## src/rtl/gpio_bank_pkg.sv

```systemverilog
package gpio_bank_pkg;
  typedef enum logic [2:0] {
    GRP_LEVEL = 3'd0,
    GRP_DIR   = 3'd1,
    GRP_SET   = 3'd2,
    GRP_CLR   = 3'd3,
    GRP_RISE  = 3'd4,
    GRP_FALL  = 3'd5,
    GRP_STAT  = 3'd6,
    GRP_ALTF  = 3'd7
  } grp_e;
  localparam int unsigned NUM_GRP = 8;
endpackage

```

## src/rtl/gpio_bank_sync.sv

```systemverilog
module gpio_bank_sync #(
  parameter int unsigned W = 64
) (
  input  logic         clk_i,
  input  logic         rst_ni,
  input  logic [W-1:0] d_i,
  output logic [W-1:0] q_o
);
  logic [W-1:0] meta_q, sync_q;

  always_ff @(posedge clk_i or negedge rst_ni) begin
    if (!rst_ni) begin
      meta_q <= '0;
      sync_q <= '0;
    end else begin
      meta_q <= d_i;
      sync_q <= meta_q;
    end
  end

  assign q_o = sync_q;
endmodule

```

## src/rtl/gpio_bank_decode.sv

```systemverilog
module gpio_bank_decode
  import gpio_bank_pkg::*;
#(
  parameter int unsigned NREG = 2,
  parameter int unsigned WW   = 10,
  parameter int unsigned SW   = 2
) (
  input  logic [WW-1:0] word_i,
  output logic          hit_o,
  output grp_e          grp_o,
  output logic [SW-1:0] sub_o
);
  always_comb begin
    hit_o = 1'b0;
    grp_o = GRP_LEVEL;
    sub_o = '0;
    for (int g = 0; g < NUM_GRP; g++) begin
      int lo;
      int span;
      lo   = g * NREG;
      span = (g == NUM_GRP - 1) ? 2 * NREG : NREG;
      if (int'(word_i) >= lo && int'(word_i) < lo + span) begin
        hit_o = 1'b1;
        grp_o = grp_e'(g);
        sub_o = SW'(int'(word_i) - lo);
      end
    end
  end
endmodule

```

## src/rtl/gpio_bank_edge.sv

```systemverilog
module gpio_bank_edge #(
  parameter int unsigned W = 64
) (
  input  logic         clk_i,
  input  logic         rst_ni,
  input  logic [W-1:0] lvl_i,
  input  logic [W-1:0] rise_en_i,
  input  logic [W-1:0] fall_en_i,
  input  logic [W-1:0] clr_i,
  output logic [W-1:0] stat_o
);
  logic [W-1:0] lvl_d, stat_q, qual;

  assign qual = (lvl_i & ~lvl_d & rise_en_i) | (~lvl_i & lvl_d & fall_en_i);

  always_ff @(posedge clk_i or negedge rst_ni) begin
    if (!rst_ni) begin
      lvl_d  <= '0;
      stat_q <= '0;
    end else begin
      lvl_d  <= lvl_i;
      // a fresh edge overrides a same-cycle clear
      stat_q <= (stat_q & ~clr_i) | qual;
    end
  end

  assign stat_o = stat_q;

  p_edge_sets_r5: assert property (@(posedge clk_i) disable iff (!rst_ni)
    (qual != '0) |=> ((stat_o & $past(qual)) == $past(qual)));

  p_clear_only_by_write_r6: assert property (@(posedge clk_i) disable iff (!rst_ni)
    (stat_o != '0) |=> ((($past(stat_o) & ~stat_o) & ~$past(clr_i)) == '0));

  p_set_needs_edge_r5: assert property (@(posedge clk_i) disable iff (!rst_ni)
    (stat_o == '0) |=> ((stat_o == '0) || ($past(qual) != '0)));
endmodule

```

## src/rtl/gpio_bank.sv

```systemverilog
module gpio_bank
  import gpio_bank_pkg::*;
#(
  parameter int unsigned NGPIO = 64,
  parameter int unsigned AW    = 12
) (
  input  logic                 clk_i,
  input  logic                 rst_ni,
  input  logic                 req_i,
  input  logic                 we_i,
  input  logic [AW-1:0]        addr_i,
  input  logic [31:0]          wdata_i,
  output logic [31:0]          rdata_o,
  input  logic [NGPIO-1:0]     gpio_i,
  output logic [NGPIO-1:0]     gpio_o,
  output logic [NGPIO-1:0]     gpio_oe_o,
  output logic [2*NGPIO-1:0]   af_o,
  output logic                 irq_o
);
  localparam int unsigned NREG = NGPIO / 32;
  localparam int unsigned NAFW = 2 * NREG;
  localparam int unsigned WW   = AW - 2;
  localparam int unsigned SW   = (NAFW > 1) ? $clog2(NAFW) : 1;

  logic              hit;
  grp_e              grp;
  logic [SW-1:0]     sub;
  logic              wr;
  logic [NGPIO-1:0]  lvl, dir_q, out_q, ren_q, fen_q, stat, clr_vec;
  logic [2*NGPIO-1:0] af_q;
  logic [31:0]       rd_word, rdata_q;

  gpio_bank_sync #(.W(NGPIO)) u_sync (
    .clk_i (clk_i),
    .rst_ni(rst_ni),
    .d_i   (gpio_i),
    .q_o   (lvl)
  );

  gpio_bank_decode #(.NREG(NREG), .WW(WW), .SW(SW)) u_dec (
    .word_i(addr_i[AW-1:2]),
    .hit_o (hit),
    .grp_o (grp),
    .sub_o (sub)
  );

  assign wr = req_i && we_i && hit;

  for (genvar w = 0; w < NREG; w++) begin : g_word
    logic sel;
    assign sel = wr && (sub == SW'(w));

    always_ff @(posedge clk_i or negedge rst_ni) begin
      if (!rst_ni) begin
        dir_q[w*32 +: 32] <= '0;
        out_q[w*32 +: 32] <= '0;
        ren_q[w*32 +: 32] <= '0;
        fen_q[w*32 +: 32] <= '0;
      end else if (sel) begin
        unique case (grp)
          GRP_DIR:  dir_q[w*32 +: 32] <= wdata_i;
          GRP_SET:  out_q[w*32 +: 32] <= out_q[w*32 +: 32] | wdata_i;
          GRP_CLR:  out_q[w*32 +: 32] <= out_q[w*32 +: 32] & ~wdata_i;
          GRP_RISE: ren_q[w*32 +: 32] <= wdata_i;
          GRP_FALL: fen_q[w*32 +: 32] <= wdata_i;
          default: ;
        endcase
      end
    end

    assign clr_vec[w*32 +: 32] = (sel && grp == GRP_STAT) ? wdata_i : '0;
  end

  for (genvar w = 0; w < NAFW; w++) begin : g_afw
    always_ff @(posedge clk_i or negedge rst_ni) begin
      if (!rst_ni) af_q[w*32 +: 32] <= '0;
      else if (wr && grp == GRP_ALTF && sub == SW'(w)) af_q[w*32 +: 32] <= wdata_i;
    end
  end

  gpio_bank_edge #(.W(NGPIO)) u_edge (
    .clk_i    (clk_i),
    .rst_ni   (rst_ni),
    .lvl_i    (lvl),
    .rise_en_i(ren_q),
    .fall_en_i(fen_q),
    .clr_i    (clr_vec),
    .stat_o   (stat)
  );

  always_comb begin
    rd_word = '0;
    if (hit) begin
      unique case (grp)
        GRP_LEVEL: rd_word = lvl[32*int'(sub) +: 32];
        GRP_DIR:   rd_word = dir_q[32*int'(sub) +: 32];
        GRP_RISE:  rd_word = ren_q[32*int'(sub) +: 32];
        GRP_FALL:  rd_word = fen_q[32*int'(sub) +: 32];
        GRP_STAT:  rd_word = stat[32*int'(sub) +: 32];
        GRP_ALTF:  rd_word = af_q[32*int'(sub) +: 32];
        default:   rd_word = '0;
      endcase
    end
  end

  always_ff @(posedge clk_i or negedge rst_ni) begin
    if (!rst_ni) rdata_q <= '0;
    else if (req_i && !we_i) rdata_q <= rd_word;
  end

  assign rdata_o   = rdata_q;
  assign gpio_o    = out_q;
  assign gpio_oe_o = dir_q;
  assign af_o      = af_q;
  assign irq_o     = |stat;

  p_out_hold_r3: assert property (@(posedge clk_i) disable iff (!rst_ni)
    !(wr && (grp == GRP_SET || grp == GRP_CLR)) |=> $stable(gpio_o));

  p_setclr_read_zero_r3: assert property (@(posedge clk_i) disable iff (!rst_ni)
    (req_i && !we_i && hit && (grp == GRP_SET || grp == GRP_CLR)) |=> (rdata_o == '0));

  p_oe_hold_r4: assert property (@(posedge clk_i) disable iff (!rst_ni)
    !(wr && grp == GRP_DIR) |=> $stable(gpio_oe_o));

  p_oor_read_zero_r10: assert property (@(posedge clk_i) disable iff (!rst_ni)
    (req_i && !we_i && !hit) |=> (rdata_o == '0));

  p_af_hold_r8: assert property (@(posedge clk_i) disable iff (!rst_ni)
    !(wr && grp == GRP_ALTF) |=> $stable(af_o));
endmodule

```

## config.mk

```make
export PLATFORM = sky130hd
export DESIGN_NAME = gpio_bank
export DESIGN_NICKNAME = d
export VERILOG_FILES = /design/src/rtl/gpio_bank_pkg.sv /design/src/rtl/gpio_bank_sync.sv /design/src/rtl/gpio_bank_decode.sv /design/src/rtl/gpio_bank_edge.sv /design/src/rtl/gpio_bank.sv
export SDC_FILE = /design/constraint.sdc
export NUM_CORES = 1
export LEC_CHECK = 0
export BUFFER_PORTS_ARGS = -buffer_cell sky130_fd_sc_hd__buf_4
export CORE_ASPECT_RATIO = 1.75
export CORE_MARGIN = 1
export CORE_UTILIZATION = 30
export CTS_BUF_LIST = sky130_fd_sc_hd__clkbuf_8
export DETAILED_ROUTE_END_ITERATION = 8
export PLACE_DENSITY = 0.43
export REMOVE_ABC_BUFFERS = 1
export SYNTH_ARGS = -nofsm -noshare
export SYNTH_HDL_FRONTEND = slang
export SYNTH_SLANG_ARGS = --single-unit
```

## constraint.sdc

```tcl
create_clock -name clk_i -period 2 [get_ports clk_i]
set_clock_uncertainty 0.2 [all_clocks]
set_input_delay 0.5 -clock clk_i [delete_from_list [all_inputs] [get_ports clk_i]]
set_output_delay 0.5 -clock clk_i [all_outputs]
set_load 0.02 [all_outputs]
```

==> flow_summary.toml, run 1 <==
[timing]
timing.final.hold_violations = 0
finalSetupViolations = 718
worst_pin_slew_ns = 0.621
fin_ws_ns = -1.39
slew_violations = 0
slew-limit-headroom = 0.585
fin_crit_ns = 3.39
setup_tns_ns = -55.70
fin_crit_sh = 1.69
max_freq_mhz = 295
rsz0062_at_grt = "yes"

[pwr]
p_per_area_nw_per_um2 = 619
seqPwrFrac = 0.497
clkPwrFrac = 0.428
sw_frac_of_total = 0.258
p_leak_nw = 22.0
p_int_mw = 20.9
power_frac_comb = 0.075
ir_drop_uv = 527
p_sw_mw = 7.28

[clock_tree]
clock-sinks = 672
cts_tree = "built"
cts_buffer_depth = 3
cts_buffers = 106
clk_latency_ns = 0.81
htree_levels = 3
root_buffer = "clkbuf_8"
clk_pin_slew_worst_paths_ns = 0.06

[hold_path]
holdCritStartpoint = "gpio_i[22]"
holdPathStages = 2
hold_path_class = "primary input to flop"
whs_endpoint = "u_sync.meta_q[22]$_DFF_PN0_"

[die]
start_util = 0.304
num_rows = 149
die_w_um = 236
fp.dieArea_sq_um = 97000
dieHeight_um = 411
core-area_sq_um = 94500
ios = 401

[worst_setup_path]
cp-start-kind = "flop"
cpMaxStageDelayCell = "or4_4"
crit_required_ns = 1.30
path_cells = "nor4_2 -> buf_4 -> nand4_1 -> or4_4 -> buf_6"
r2r_start = "u_edge.stat_o[25]$_DFF_PN0_"
crit_path_end_kind = "primary output"
path_class = "flop to primary output"
worst_r2r_path_depth = 7
crit_family = "simple AND/OR/NAND/NOR gates"
rrSetupSlack_ns = 0.08
max_stage_delay_ns = 0.50
r2r-end = "rdata_o[25]$_DFFE_PN0P_"
crit_buf_inv = 2
cp.arrival_ns = 2.69
cp_max_fo = 2

[routing]
avgViaCountPerCell = 5.40
wl_per_cell_um = 29.7
drt-total-wl_mm = 140
drcViolationCount = 0
firstDrtPassIters = 6
vias = 25500
ant_nets = 0
drt-initial-drc-count = 2177

[layout]
area_delta_synth_final_pct = 58.5
finalNetCount = 3545
final_cells = 4725
layout-drive-gt1-share = 0.512

[logic_synthesis]
ys_types = 58
synth-seq-cells = 672
synth_area_sq_um = 28700
synthFlopType = "dfrtp_1"
avgSynthCellArea_sq_um = 12.3
yosysWarnings = 0
synthArstFlopShare = 1.00
synthesis.instances = 2337
synth_edf_count = 0
synth.yosys.seq_area_share = 0.586

[global_route]
grt_pass1_wl_mm = 191
grt_usage = 0.276
grt_pass1_vias = 26500
grt_max_degree = 69
gr-total-overflow = 0
antenna_found_initial = 9

[run_status]
violations = "setup timing"
status = "finished, violations left"

[placed_design]
routabilityCongestion = 0.884
dp_hpwl_mm = 87.3
placedCellCount = 4076
io_buffers = 398

[run]
cap_violations = 0
==> cell usage in the layout, fill, tap and decap left out, drive strengths merged, types with 7 or more instances in the layout <==
master,instances
dlygate4sd3,98
a211oi,8
nand2,206
a21oi,57
clkbuf,143
nand4,30
a22oi,31
a21o,70
o21ai,177
clkinv,9
o211ai,11
inv,78
a22o,8
a221oi,50
nand3,49
nor2b,11
nand2b,10
o2111ai,25
mux2,359
nor4,28
dfrtp,672
mux2i,11
and2,8
a221o,18
and3b,39
nor4bb,21
a222oi,18
or4b,7
a31oi,38
nor2,14
buf,1060
nor3,16
nand3b,66
==> power by group through the flow <==
stage          logic, mW  registers [mW]  clock network (mW)
2_1_floorplan      0.343            14.2                   0
3_3_place_gp        1.77            14.2                   0
5_1_grt             2.22            14.0                13.0
4_1_cts             2.05            14.0                12.4
6_report            2.10            14.0                12.1
3_5_place_dp        1.78            14.2                   0
==> cells in the mapped netlist (all sizes together), types with 10 or more instances <==
| cell type | number | area share |
|---|---|---|
| nor2 | 14 | 0.0020 |
| a31oi | 38 | 0.0083 |
| nand2b | 10 | 0.0022 |
| nor4 | 28 | 0.0083 |
| nand2 | 206 | 0.027 |
| mux2i | 11 | 0.0038 |
| nand4 | 30 | 0.0065 |
| a221o | 18 | 0.0063 |
| a22oi | 31 | 0.0081 |
| nand3 | 49 | 0.0085 |
| nor2b | 11 | 0.0024 |
| and3b | 39 | 0.012 |
| mux2 | 359 | 0.14 |
| o2111ai | 25 | 0.0076 |
| a222oi | 18 | 0.0063 |
| clkbuf | 113 | 0.015 |
| inv | 34 | 0.0044 |
| o21ai | 177 | 0.031 |
| a221oi | 50 | 0.015 |
| o211ai | 11 | 0.0029 |
| a21o | 70 | 0.018 |
| nand3b | 66 | 0.017 |
| nor3 | 16 | 0.0033 |
| buf | 74 | 0.014 |
| dfrtp | 672 | 0.59 |
| a21oi | 57 | 0.0099 |
| nor4bb | 21 | 0.0073 |
==> stage by stage <==
stage                util  instance area, sq um  setup WS, ns  hold slack (ns)  total power [mW]
global route        0.481                 45500         -1.45           0.0989              29.2
floorplan               -                 27900         -3.65          0.00441              14.5
CTS                 0.462                 43700         -1.44           0.0517              28.5
global placement    0.379                 35800         -1.26            0.134              16.0
finish              0.481                 45500         -1.39            0.132              28.2
detailed placement  0.379                 35800         -1.26            0.135              16.0
==> sequential cells by signal (all words and copies together) (netlist names), named ones only <==
register,flops
u_sync.meta_q,64
u_edge.lvl_d,64
fen_q,64
af_o,128
rdata_o,32
ren_q,64
gpio_oe_o,64
u_sync.q_o,64
u_edge.stat_o,64
==> cell type report <==
cell class / count / area (sq um)
clock buffers: 126 / 1730
diodes: 6 / 15.0
inverters: 34 / 128
repair buffers: 1175 / 12300
fillers: 8467 / 49000
flip-flops and latches: 672 / 16800
well taps: 1208 / 1510
clock inverters: 60 / 370
multi-input cells: 1444 / 12600
==> cells by family (layout without fill, tap and decap cells) <==
kind of cell	after synthesis	in the layout	synth area share
AOI/OAI and AO/OA	545	545	0.129
DFF	672	672	0.586
muxes	370	370	0.145
and+or+nand+nor	529	529	0.107
buffers and inverters	221	1395	0.0329
other	0	6	0
==> layer usage <==
metal / GRT usage / share of wire / vias to the layer above
met5: 0 / 0.000093 / -
met3: 0.0495 / 0.058 / 335
li1: - / - / 10900
met1: 0.317 / 0.38 / 13100
met4: 0.159 / 0.065 / 2
met2: 0.481 / 0.50 / 1187
==> how the worst max path moves through the flow <==
stage,start,endpoint,slack (ns),cells past startpoint
4_1_cts,u_edge.stat_o[33]$_DFF_PN0_,irq_o,-1.44,5
6_report,u_edge.stat_o[10]$_DFF_PN0_,irq_o,-1.39,5
2_1_floorplan,addr_i[5],ren_q[32]$_DFFE_PN0P_,-3.65,5
3_3_place_gp,addr_i[11],rdata_o[20]$_DFFE_PN0P_,-1.26,10
3_5_place_dp,addr_i[11],rdata_o[28]$_DFFE_PN0P_,-1.26,10
5_1_grt,u_edge.stat_o[33]$_DFF_PN0_,irq_o,-1.45,5
==> timing repair <==
item                       in CTS  in global routing
hold endpoints to repair     1161                  4
gates cloned                   28                 19
gates resized for setup       538                258
pin swaps                      90                 94
setup endpoints to repair     702                748
buffers inserted              262                 70
hold buffers                   98                  1
Note: power is estimated with default switching activity, not from simulation.
==> inputs of run 2 (changes only) <==
==> constraint.sdc (replaced) <==
create_clock -name clk_i -period 3.9 [get_ports clk_i]
set_clock_uncertainty 0.2 [all_clocks]
set_input_delay 0.975 -clock clk_i [delete_from_list [all_inputs] [get_ports clk_i]]
set_output_delay 0.975 -clock clk_i [all_outputs]
set_load 0.02 [all_outputs]
==> run 2 against run 1 <==
Net effect:
- the flow now finishes without violations
- routed wire length decreased by 15%
- die area unchanged
- worst hold slack got worse by 0.039 ns
- critical endpoint unchanged
- highest routed layer unchanged
- final cell count decreased by 13%
- total power decreased by 48%
==> flow_summary.toml, run 2 (same netlist as run 1, synthesis figures left out) <==
[clock_tree]
cts_tree = "built"
clk_pin_slew_worst_paths_ns = 0.06
clock-sinks = 672
root_buffer = "clkbuf_8"
cts_buffers = 109
clk_latency_ns = 0.81
cts_buffer_depth = 3
cts_setup_buffers = 0
htree_levels = 3

[pwr]
p_leak_nw = 17.6
p_int_mw = 10.9
ir_drop_uv = 223
sw_frac_of_total = 0.248
p_per_area_nw_per_um2 = 399
seqPwrFrac = 0.494
clkPwrFrac = 0.450
power_frac_comb = 0.056
p_total_mw = 14.5
p_sw_mw = 3.61

[worst_setup_path]
crit_required_ns = 2.72
rrSetupSlack_ns = 2.04
cp.arrival_ns = 2.70
path_cells = "nor4_1 -> nand4_1 -> or4_1 -> buf_4"
path_class = "flop to primary output"
max_stage_delay_ns = 0.54
cp-start-kind = "flop"
crit_path_end_kind = "primary output"
cp_max_fo = 3
r2r_start = "gpio_oe_o[25]$_DFFE_PN0P_"
startpoint = "u_edge.stat_o[37]$_DFF_PN0_"
cpMaxStageDelayCell = "nor4_1"

[layout]
largest_reg_flops = 128
final_cell_mix = "dfrtp_1 (672), buf_4 (506), mux2_2 (353), nand2_1 (199), o21ai_0 (171)"
area_delta_synth_final_pct = 26.8
seq_area_sq_um = 16800
fillers = 9168
multi_input_area_sq_um = 11200
layout-drive-gt1-share = 0.382
finalNetCount = 2919
final_common_cell = "dfrtp_1"

[die]
fp.dieArea_sq_um = 97000
ios = 401
core-area_sq_um = 94500
num_rows = 149
die_w_um = 236
dieHeight_um = 411
start_util = 0.304

[hold_path]
hold_path_class = "primary input to flop"
holdCritStartpoint = "gpio_i[35]"

[global_route]
grt_max_degree = 75
gr-total-overflow = 0
antenna_found_initial = 5
grt_pass1_wl_mm = 171
grt_usage = 0.244
grt_pass1_vias = 23300

[run]
cap_violations = 0

[placed_design]
io_buffers = 398
dp_hpwl_mm = 81.8
routabilityCongestion = 0.873

[timing]
holdWs_ns = 0.0926
rsz0062_at_grt = "no"
slew_violations = 0
finalSetupViolations = 0
max_freq_mhz = 258
worst_pin_slew_ns = 0.792
slew-limit-headroom = 0.472
timing.final.hold_violations = 0
fin_crit_sh = 0.994
fin_crit_ns = 3.88

[run_status]
status = "finished clean"

[routing]
wl_per_cell_um = 29.0
ant_nets = 0
firstDrtPassIters = 7
drt-initial-drc-count = 2047
drcViolationCount = 0
avgViaCountPerCell = 5.45
drt-total-wl_mm = 119
vias = 22300
-- run 2: what timing repair did --
item | 4_1_cts | 5_1_grt
setup endpoints to repair | 1 | 1
hold endpoints to repair | 60 | 0
hold buffers | 11 | 0
gates resized for setup | 6 | 1
-- run 2: worst max-delay path: cells and delay by family, from the launching register on --
| kind | cells | cell delay (ns) |
|---|---|---|
| flops | 1 | 0.49 |
| simple gates | 3 | 1.23 |
| buf+inv | 1 | 0.19 |
-- run 2: per-stage QoR --
step / setup TNS [ns] / utilization / worst slack, ns / std cells / area (sq um)
6_report: 0 / 0.385 / 0.0228 / 4096 / 36400
2_1_floorplan: -543.74 / - / -2.23 / 2150 / 27900
5_1_grt: 0 / 0.385 / 0.00384 / 4096 / 36400
3_5_place_dp: 0 / 0.359 / 0.0663 / 3893 / 33900
4_1_cts: 0 / 0.385 / 0.0116 / 4095 / 36400
3_3_place_gp: 0 / 0.359 / 0.102 / 3893 / 33900
-- run 2: final cells by class --
cell class                 count  area share
clock inverter                52      0.0105
clock buffer                 139      0.0526
sequential                   672       0.462
antenna                        1   0.0000687
timing repair buffer         546       0.123
multi-input combinational   1444       0.307
tap                         1208      0.0415
inverter                      34     0.00351
-- run 2: worst paths after layout --
check,cells after the start,to
min in group asynchronous,2,asynchronous set/reset pin
max in group asynchronous,3,u_sync.meta_q[62]$_DFF_PN0_
min reg2reg,0,u_sync.q_o[27]$_DFF_PN0_
min,1,u_sync.meta_q[35]$_DFF_PN0_
max reg2reg,5,rdata_o[25]$_DFFE_PN0P_
max,4,irq_o
-- run 2: layer usage --
layer | global-route usage | part of all wire | vias up
met5 | 0 | 0.000059 | -
met4 | 0.106 | 0.039 | 2
met3 | 0.0467 | 0.063 | 218
met2 | 0.430 | 0.52 | 958
met1 | 0.288 | 0.38 | 11500
li1 | - | - | 9614
-- run 2: power groups by stage --
stage                     sequential, mW  clock (mW)  combinational [mW]
after floorplan                     7.28           0               0.176
after global placement              7.30           0               0.801
after detailed placement            7.30           0               0.808
after CTS                           7.17        6.77               0.820
after global routing                7.18        7.05               0.866
final                               7.18        6.54               0.807
